<file path="config.mk">
export PLATFORM = sky130hd
export DESIGN_NAME = xpt_ctrl_mem
export DESIGN_NICKNAME = d
export VERILOG_FILES = /design/src/rtl/xpt_pkg.sv /design/src/rtl/xpt_sync.sv /design/src/rtl/xpt_decode.sv /design/src/rtl/xpt_store.sv /design/src/rtl/xpt_ctrl_mem.sv
export SDC_FILE = /design/constraint.sdc
export NUM_CORES = 1
export LEC_CHECK = 0
export BUFFER_PORTS_ARGS = -buffer_cell sky130_fd_sc_hd__buf_2
export CAP_MARGIN = 40
export CORE_MARGIN = 1
export CORE_UTILIZATION = 45
export DETAILED_ROUTE_END_ITERATION = 8
export GPL_TIMING_DRIVEN = 0
export PLACE_DENSITY = 0.83
export SLEW_MARGIN = 20
export SYNTH_ARGS = -nofsm -noshare
export SYNTH_HDL_FRONTEND = slang
export SYNTH_SLANG_ARGS = --single-unit
</file>
<file path="constraint.sdc">
create_clock -name clk -period 1.8 [get_ports clk]
set_input_delay 0.45 -clock clk [delete_from_list [all_inputs] [get_ports clk]]
set_output_delay 0.45 -clock clk [all_outputs]
set_load 0.03 [all_outputs]
</file>
<file path="src/rtl/xpt_pkg.sv">
package xpt_pkg;

    parameter int ROWS    = 12;
    parameter int COLS    = 8;
    parameter int ROW_CW  = 4;
    parameter int COL_CW  = 3;
    parameter int SYNC_N  = 2;
    localparam int CELLS  = ROWS * COLS;
    localparam int ROW_IW = $clog2(ROWS);

    // control bundle carried through the synchronizer
    typedef struct packed {
        logic              clr;
        logic              stb;
        logic              din;
        logic [ROW_CW-1:0] row;
        logic [COL_CW-1:0] col;
    } ctl_t;

    localparam int CTL_W = $bits(ctl_t);

    typedef struct packed {
        logic              ok;
        logic [ROW_IW-1:0] idx;
    } row_t;

    // codes x110 and x111 fall in the gaps; upper bank is offset by six
    function automatic row_t map_row(input logic [ROW_CW-1:0] code);
        row_t r;
        r.ok  = (code[2:1] != 2'b11);
        r.idx = code[3] ? ROW_IW'(code[2:0]) + ROW_IW'(6) : ROW_IW'(code[2:0]);
        return r;
    endfunction

endpackage

</file>
<file path="src/rtl/xpt_sync.sv">
module xpt_sync #(
    parameter int W      = 8,
    parameter int STAGES = 2
) (
    input  logic         clk,
    input  logic         rst,
    input  logic [W-1:0] d,
    output logic [W-1:0] q
);
    logic [W-1:0] stage [STAGES];

    for (genvar s = 0; s < STAGES; s++) begin : g_stage
        if (s == 0) begin : g_first
            always_ff @(posedge clk) begin
                if (rst) stage[s] <= '0;
                else     stage[s] <= d;
            end
        end else begin : g_next
            always_ff @(posedge clk) begin
                if (rst) stage[s] <= '0;
                else     stage[s] <= stage[s-1];
            end
        end
    end

    assign q = stage[STAGES-1];
endmodule

</file>
<file path="src/rtl/xpt_decode.sv">
module xpt_decode
    import xpt_pkg::*;
#(
    parameter int NR = ROWS,
    parameter int NC = COLS
) (
    input  logic [ROW_CW-1:0] row,
    input  logic [COL_CW-1:0] col,
    output logic [NR*NC-1:0]  sel
);
    row_t rm;
    assign rm = map_row(row);

    for (genvar c = 0; c < NC; c++) begin : g_col
        for (genvar r = 0; r < NR; r++) begin : g_row
            assign sel[c*NR + r] = rm.ok && (col == COL_CW'(c)) && (rm.idx == ROW_IW'(r));
        end
    end


    always_comb sel_onehot_chk: assert ($onehot0(sel));
endmodule

</file>
<file path="src/rtl/xpt_store.sv">
module xpt_store #(
    parameter int N = 96
) (
    input  logic         clk,
    input  logic         rst,
    input  logic         clr,
    input  logic         wr,
    input  logic         din,
    input  logic [N-1:0] sel,
    output logic [N-1:0] cells
);
    for (genvar i = 0; i < N; i++) begin : g_cell
        always_ff @(posedge clk) begin
            if (rst || clr)       cells[i] <= 1'b0;
            else if (wr && sel[i]) cells[i] <= din;
        end
    end

    // strobe fall detector on the synchronized strobe
    logic wr_d;
    always_ff @(posedge clk) begin
        if (rst) wr_d <= 1'b0;
        else     wr_d <= wr;
    end
    logic wr_fall;
    assign wr_fall = wr_d && !wr;


    clear_chk: assert property (@(posedge clk) disable iff (rst)
        clr |=> (cells == '0));


    gap_chk: assert property (@(posedge clk) disable iff (rst)
        (!clr && wr && (sel == '0)) |=> $stable(cells));


    one_cell_chk: assert property (@(posedge clk) disable iff (rst)
        !clr |=> ($countones(cells ^ $past(cells)) <= 1));


    follow_chk: assert property (@(posedge clk) disable iff (rst)
        (!clr && wr && (sel != '0)) |=> (((cells & $past(sel)) != '0) == $past(din)));


    hold_chk: assert property (@(posedge clk) disable iff (rst)
        (wr_fall && !clr) |=> $stable(cells));
endmodule

</file>
<file path="src/rtl/xpt_ctrl_mem.sv">
module xpt_ctrl_mem
    import xpt_pkg::*;
(
    input  logic              clk,
    input  logic              rst,
    input  logic              clr_in,
    input  logic              stb_in,
    input  logic              data_in,
    input  logic [ROW_CW-1:0] row_code,
    input  logic [COL_CW-1:0] col_code,
    output logic [CELLS-1:0]  sw_en
);
    ctl_t raw, syn;
    logic [CTL_W-1:0] syn_v;
    logic [CELLS-1:0] sel;

    always_comb begin
        raw.clr = clr_in;
        raw.stb = stb_in;
        raw.din = data_in;
        raw.row = row_code;
        raw.col = col_code;
    end

    xpt_sync #(.W(CTL_W), .STAGES(SYNC_N)) sync_i (
        .clk (clk),
        .rst (rst),
        .d   (raw),
        .q   (syn_v)
    );
    assign syn = ctl_t'(syn_v);

    xpt_decode #(.NR(ROWS), .NC(COLS)) dec_i (
        .row (syn.row),
        .col (syn.col),
        .sel (sel)
    );

    xpt_store #(.N(CELLS)) store_i (
        .clk   (clk),
        .rst   (rst),
        .clr   (syn.clr),
        .wr    (syn.stb),
        .din   (syn.din),
        .sel   (sel),
        .cells (sw_en)
    );


    reset_chk: assert property (@(posedge clk) rst |=> (sw_en == '0));
endmodule

</file>
=== Word level (Yosys, flattened, before mapping) ===
Memory sizes are Yosys's and may differ from the RTL's.
Index checks and enable logic that the tools add are counted.
W data, S select, Z words.

* Flip-flop bits (word level): 96
* Bits in writable memories: 20
* Input bits: 12
* Output and inout port bits: 96
* Logic and storage cells: 328
* Memories kept: 1

{| class="wikitable"
|+ Memory list
! name !! words !! bits a word !! rd ports !! clocked after Yosys merged registers in !! wr ports !! line !! RTL
|-
| sync_i.stage || 2 || 10 || 2 || 0 || 2 || xpt_sync.sv:10 || <nowiki>logic [W-1:0] stage [STAGES];</nowiki>
|}

* Add/sub/neg operators: 1
* Equal/unequal tests: 19
* Muxes and demuxes: 6
* Bitwise gates (word level): 2
* Reductions and logical operators: 203

{| class="wikitable"
|+ Operator list
! operator !! count
|-
| $logic_and A1 B1 Y1 || 200
|-
| $mux W10 || 2
|-
| $eq A4 B3 Y1 const B || 4
|-
| $eq A4 B4 Y1 const B || 4
|-
| $eq A3 B3 Y1 const B || 4
|-
| $eq A4 B2 Y1 const B || 2
|-
| $eq A3 B2 Y1 const B || 2
|-
| $add A3 B3 Y4 const B || 1
|-
| $eq A4 B1 Y1 const B || 1
|-
| $logic_not A4 Y1 || 1
|-
| $mux W4 || 1
|-
| $eq A3 B1 Y1 const B || 1
|-
| $logic_not A3 Y1 || 1
|-
| $mux W1 || 3
|-
| $ne A2 B2 Y1 const B || 1
|-
| $or A1 B1 Y1 || 2
|-
| $logic_or A1 B1 Y1 || 1
|}

=== Logic depth before layout (Yosys ltp) ===
Gate-level depths: netlist (run 1).

* Depth in word-level cells: 5
* Mapped depth: 8
* Mapped depth without buffers: 5

=== Cells and area by module ===
A second synthesis (run 1) with hierarchy kept.

* Cells, all modules: 635
* Area total of the unflattened synthesis: 6169.7 um^2

{| class="wikitable"
|+ Modules (own cells, without submodules)
! module !! times used !! cells each !! area an instance (um^2) !! sequential area each (um^2)
|-
| xpt_store || 1 || 428 || 4241.6 || 1921.8
|-
| xpt_decode || 1 || 165 || 1310.0 || 0.0
|-
| xpt_sync || 1 || 42 || 618.1 || 400.4
|}

=== Worst setup path before layout (run 1) ===
OpenSTA, ideal clock, no wires.

* Kind: flip-flop to flip-flop
* From: memory sync_i.stage[1][4] in the netlist's numbering
* To: register store_i.cells[54]
* Setup time: 0.132 ns
* Arrival time: 1.688 ns
* Required time: 1.668 ns
* Setup slack: -0.020 ns
* Stages on the path, launching flop included: 9
* Buffers on the path: 3
* Clock period less this slack: 1.820 ns
* Cell sequence: dfxtp_1 buf_4 inv_1 ha_1 nor4bb_1 clkbuf_2 buf_6 o211ai_1 mux2i_1

{| class="wikitable"
|+ RTL lines
! item !! line !! RTL
|-
| start, declared || xpt_sync.sv:10 ||
|-
| end signal, assigned by index || xpt_store.sv:15 || <nowiki>else if (wr && sel[i]) cells[i] <= din;</nowiki>
|-
| end, declared || xpt_store.sv:10 || <nowiki>output logic [N-1:0] cells</nowiki>
|}

==> results of run 1 <==
-- worst max-delay path: cells and delay by family (launching register included) --
| kind | cells | cell delay, ns |
|---|---|---|
| buf+inv | 4 | 0.77 |
| flops | 1 | 0.35 |
| mux | 1 | 0.17 |
| simple gates | 2 | 0.33 |
-- metal layers --
layer	GRT usage (%)	part of all wire, %
met1	31.2	41
met2	39.8	47
met3	6.17	8.2
met4	9.59	3.1
met5	0	0
-- worst min-delay path by stage --
stage                     slack (ns)                  to  cells past startpoint          startpoint
after detailed placement        0.42  sync_i.stage[1][2]                      1  sync_i.stage[0][2]
after global placement          0.42  sync_i.stage[1][9]                      1  sync_i.stage[0][9]
after floorplan                 0.41  sync_i.stage[1][5]                      1  sync_i.stage[0][5]
final                           0.13  sync_i.stage[0][9]                      2              clr_in
after CTS                       0.12  sync_i.stage[0][7]                      2             data_in
after global routing            0.13  sync_i.stage[0][7]                      2             data_in
-- state kept, by name, indices dropped and copies added, names as in the netlist --
register,flops
store_i.cells,96
sync_i.stage,20
-- cell type report --
type                    instances  share of cell area (%)
plain buffers                  57                    5.70
clock inverters                 9                    1.96
flip-flops and latches        116                    35.7
clock buffers                  23                    7.00
well taps                     140                    2.69
inverters                       2                   0.115
multi-input cells             334                    37.0
repair buffers                119                    9.86
-- report_power, final --
part	switching, W	total (W)	internal (W)
combinational	0.000188	0.000289	0.000101
sequential	0.0000117	0.00260	0.00259
clock	0.00116	0.00333	0.00217
total	0.00136	0.00622	0.00486
-- through the flow --
stage,setup WS [ns],hold slack (ns),std cells,setup TNS [ns],power [W]
2_1_floorplan,0.0110,0.414,512,0,0.00283
3_3_place_gp,-0.324,0.418,759,-18.32,0.00289
3_5_place_dp,-0.420,0.425,760,-23.28,0.00291
4_1_cts,0.00135,0.121,799,0,0.00620
5_1_grt,-0.00431,0.129,800,-0.00431,0.00638
6_report,0.0262,0.128,800,0,0.00622
-- timing repair --
item / 4_1_cts / 5_1_grt
buffers inserted: 6 / 3
cloned: 1 / 1
pin swaps: 4 / 5
setup endpoints to repair: 77 / 65
resized for setup: 10 / 19
-- layout by cell type (no fill, tap or decap), drive strengths merged --
| cell type | count |
|---|---|
| and2 | 2 |
| and3 | 1 |
| and3b | 5 |
| and4b | 1 |
| and4bb | 1 |
| buf | 151 |
| bufinv | 3 |
| clkbuf | 48 |
| clkinv | 3 |
| clkinvlp | 3 |
| dfxtp | 116 |
| ha | 2 |
| inv | 2 |
| mux2i | 96 |
| nand2 | 97 |
| nand3 | 32 |
| nand4 | 32 |
| nor2 | 1 |
| nor2b | 22 |
| nor3 | 1 |
| nor3b | 5 |
| nor4 | 1 |
| nor4b | 2 |
| nor4bb | 1 |
| o211ai | 32 |
-- kinds of logic after synthesis --
| family | Yosys count | share of synthesized area, % |
|---|---|---|
| AND/OR/NAND/NOR | 204 | 21.9 |
| flip-flops | 116 | 46.2 |
| multiplexers | 96 | 19.1 |
| buffers and inverters | 62 | 7.22 |
| AO/OA/AOI/OAI | 32 | 5.08 |
| adder cells (fa/ha/maj) | 2 | 0.498 |
==> impl_metrics.ini, run 1 <==
[synthesis]
synth_edf_count = 0
synth_async_sr_flop_share_pct = 0
synth_common_cells = dfxtp_1 (116), nand2_1 (97), mux2i_1 (96)
synth.most_common_cell = dfxtp_1
synth_top_flop_cell = dfxtp_1
synth_top_area_share_pct = 46.2
ys_seq_area_share_pct = 46.2
avgSynthCellArea_um2 = 9.82
synth_fp_nets = 526
synth_area_leaders = dfxtp_1 (46%), mux2i_1 (19%), nand2_1 (7.2%)
synth.largest_area_cell = dfxtp_1
synth_seq_cells = 116
ys_types = 30
yosysWarnings = 0
synth_cells = 512
netlist_area_mm2 = 0.00503

[clock_network]
cts-root-buf = clkbuf_8
clock_latency_ns = 0.53
cts.hold.buffers_added = 0
clk_pin_slew_ns = 0.06
clock_path_buffers = 2
numCtsBuffers = 17
cts_tree = built
htree_levels = 4
cts.sinks = 116

[worst_setup_path]
rrSetupSlack_ns = 0.03
arrival_ns = 2.17
cp_max_fo = 10
worstRegToRegCells = 7
crit_top_cell = buf_4
crit_type = flop to flop
rr_endpoint = store_i.cells[57]
cp-start-kind = flop
slowest_delay_ns = 0.35
crit_start = sync_i.stage[1][4]
crit_required_ns = 2.19
reg2reg_from = sync_i.stage[1][4]
worstSetupEndpoint = store_i.cells[57]
worst_setup_path_end_kind = flop
cp_slowest_cell = dfxtp_2
path_cells = buf_6 -> buf_4 -> and2_1 -> clkbuf_1 -> buf_4 -> nand4_1 -> mux2i_1

[power_and_ir_drop]
vdd_drop_max_mv = 0.494
power_leakage_nw = 3.28
p_per_area_mw_per_mm2 = 954

[sta]
final_hold_viol_count = 0
period_share_pct = 98.5
finalMaxSlewViolations = 0
relSlewSlack_pct = 47.3
setup_viol = 0
worst_clock_skew_ns = 0.00969
worst_pin_slew_ns = 0.786
min_period_ns = 1.77
rsz0062_at_grt = true
max_freq_mhz = 564

[grt]
grt_pass1_vias = 4215
grt_pass1_wl_um = 21500
grt_overflow_total = 0
grt.total_usage_pct = 24.5
grt_max_degree = 17
antenna_found_initial = 0

[layout]
fin_util_pct = 60.2
seq_area_mm2 = 0.00233
synthToLayoutAreaGrowth_pct = 29.8
antennaDiodeCount = 0
multi_input_area_mm2 = 0.00241
fin_nets = 661
fillers = 881
drive_above_1_share_pct = 30.6
final_cell_area_mm2 = 0.00652

[floorplan]
start_util_pct = 46.4
pin_count = 108
die_height_um = 108
fp.dieW_um = 108
row_count = 38
core_area_mm2 = 0.0108
design.die.area_mm2 = 0.0116

[placed_design]
placed_area_mm2 = 0.00575
portBuffers = 107
gp_congestion = 0.924
place.detailed.hpwl_um = 9740

[routing]
routed-via-count = 4418
wirelength_um = 14100
route.antenna.remaining_nets = 0
drt-pass1-iter-count = 5
wl_per_cell_um = 17.6
drt_iter0_markers = 534
viasPerCell = 5.52
drc = 0

[job]
drv_cap = 0

[status]
status = completed

[hold_path]
hold_path_class = input port to flop
No activity file was read; power rests on OpenSTA's default activity.
==> run 2: changes to the inputs <==
- CORE_MARGIN: 1 -> 2
- RECOVER_POWER: default -> 25
==> run 2 against run 1 <==
Net effect: register-to-register slack hardly changed; worst hold slack improved by 0.010 ns; first-iteration DRC count decreased by 22%; critical path type unchanged; largest cell class unchanged; largest power group unchanged.
==> impl_metrics.ini, run 2 (same netlist as run 1, synthesis figures left out) <==
[clock_network]
clk_pin_slew_ns = 0.05
numCtsBuffers = 17
htree_levels = 4
cts.sinks = 116
cts_tree = built
cts-root-buf = clkbuf_8
cts.hold.buffers_added = 0
clock_path_buffers = 2
clock_latency_ns = 0.52

[status]
status = completed

[sta]
final_hold_viol_count = 0
period_share_pct = 99.0
worst_clock_skew_ns = 0.00690
worst_pin_slew_ns = 0.701
finalMaxSlewViolations = 0
min_period_ns = 1.78
setup_viol = 0
max_freq_mhz = 561
setup_ws_ns = 0.0188
relSlewSlack_pct = 53.1

[job]
drv_cap = 0

[hold_path]
hold_path_class = input port to flop
hold_depth = 2

[power_and_ir_drop]
power.internal_w = 0.00474
vdd_drop_max_mv = 0.747
power_frac_comb_pct = 4.7
power_leakage_nw = 3.13
switching_share_pct = 22.0
clkPwrFrac_pct = 52.5
seqPwrFrac_pct = 42.8
switchingPower_w = 0.00134
p_per_area_mw_per_mm2 = 942

[layout]
fin_util_pct = 59.3
reg_top3 = store_i.cells x96, sync_i.stage x20
final_cell_area_mm2 = 0.00646
synthToLayoutAreaGrowth_pct = 28.5
antennaDiodeCount = 0
fin_nets = 659
largest_reg_flops = 96
mostFrequentLayoutCell = dfxtp_1
mostFrequentLayoutCells = dfxtp_1 (114), nand2_1 (97), mux2i_1 (96)
regMostFlops = store_i.cells
layoutNonFillerInstCount = 796
drive_above_1_share_pct = 26.4

[routing]
drc = 0
routed-via-count = 4383
viasPerCell = 5.51
route.antenna.remaining_nets = 0
wl_per_cell_um = 17.9
drt-pass1-iter-count = 5
drt_iter0_markers = 419
wirelength_um = 14200

[placed_design]
dp_cells = 760
placed_area_mm2 = 0.00575
place.detailed.hpwl_um = 9750
portBuffers = 107
pre_cts_slack_ns = -0.393
gp_congestion = 0.914

[grt]
antenna_found_initial = 0
grt_pass1_vias = 4174
grt.total_usage_pct = 23.5
grt_max_degree = 17
grt_overflow_total = 0
grt_pass1_wl_um = 21000

[worst_setup_path]
cp-start-kind = flop
cp_max_fo = 10
crit_type = flop to flop
worstRegToRegCells = 8
worst_setup_path_end_kind = flop
arrival_ns = 2.16
crit_required_ns = 2.18

[floorplan]
pin_count = 108
die_height_um = 110
start_util_pct = 46.2
design.die.area_mm2 = 0.0120
core_area_mm2 = 0.0109
row_count = 38
fp.dieW_um = 110
-- run 2: layer usage --
metal  global-route usage (%)  wire, um  up-vias
met3                     6.99      1380       48
met2                     37.8      6640      241
li1                         -         -     2052
met5                        0         0        -
met1                     29.2      5700     2042
met4                     10.0       488        0
-- run 2: layout make-up --
class / count / area [um^2]
Fill cell: 884 / 4430
Buffer: 56 / 372
Inverter: 2 / 7.51
Multi-Input combinational cell: 334 / 2420
Timing Repair Buffer: 118 / 596
Clock inverter: 9 / 105
Sequential cell: 116 / 2330
Tap cell: 140 / 175
Clock buffer: 21 / 459
-- run 2: critical path, cell delays in order, from the launching register on --
cell	delay [ns]
dfxtp_4	0.37
buf_6	0.10
inv_2	0.03
ha_4	0.28
and3b_1	0.17
buf_4	0.17
buf_8	0.14
nand4_1	0.20
mux2i_1	0.18
-- run 2: path summary, 6_finish.rpt --
check,to,start,slack (ns)
max reg2reg,store_i.cells[59],sync_i.stage[1][4],0.02
min reg2reg,sync_i.stage[1][0],sync_i.stage[0][0],0.44
min,sync_i.stage[0][4],row_code[1],0.14
max,store_i.cells[59],sync_i.stage[1][4],0.02
-- run 2: power groups by stage --
stage	registers (W)	clock network [W]	logic, W
after floorplan	0.00265	0	0.000176
after global placement	0.00266	0	0.000237
after detailed placement	0.00266	0	0.000246
after CTS	0.00260	0.00322	0.000263
after global routing	0.00260	0.00334	0.000307
final	0.00260	0.00319	0.000288
-- run 2: repair_timing --
action | CTS | global route
endpoints found under the setup margin | 73 | 65
gates cloned | 0 | 1
resized for setup | 8 | 24
setup buffers | 5 | 4
pin swaps | 4 | 12
-- run 2: through the flow --
step / setup TNS, ns / power, W / hold WS, ns
finish: 0 / 0.00608 / 0.138
global route: -0.0433 / 0.00625 / 0.134
CTS: 0 / 0.00608 / 0.123
detailed placement: -23.61 / 0.00290 / 0.428
global placement: -19.73 / 0.00289 / 0.421
floorplan: 0 / 0.00283 / 0.414
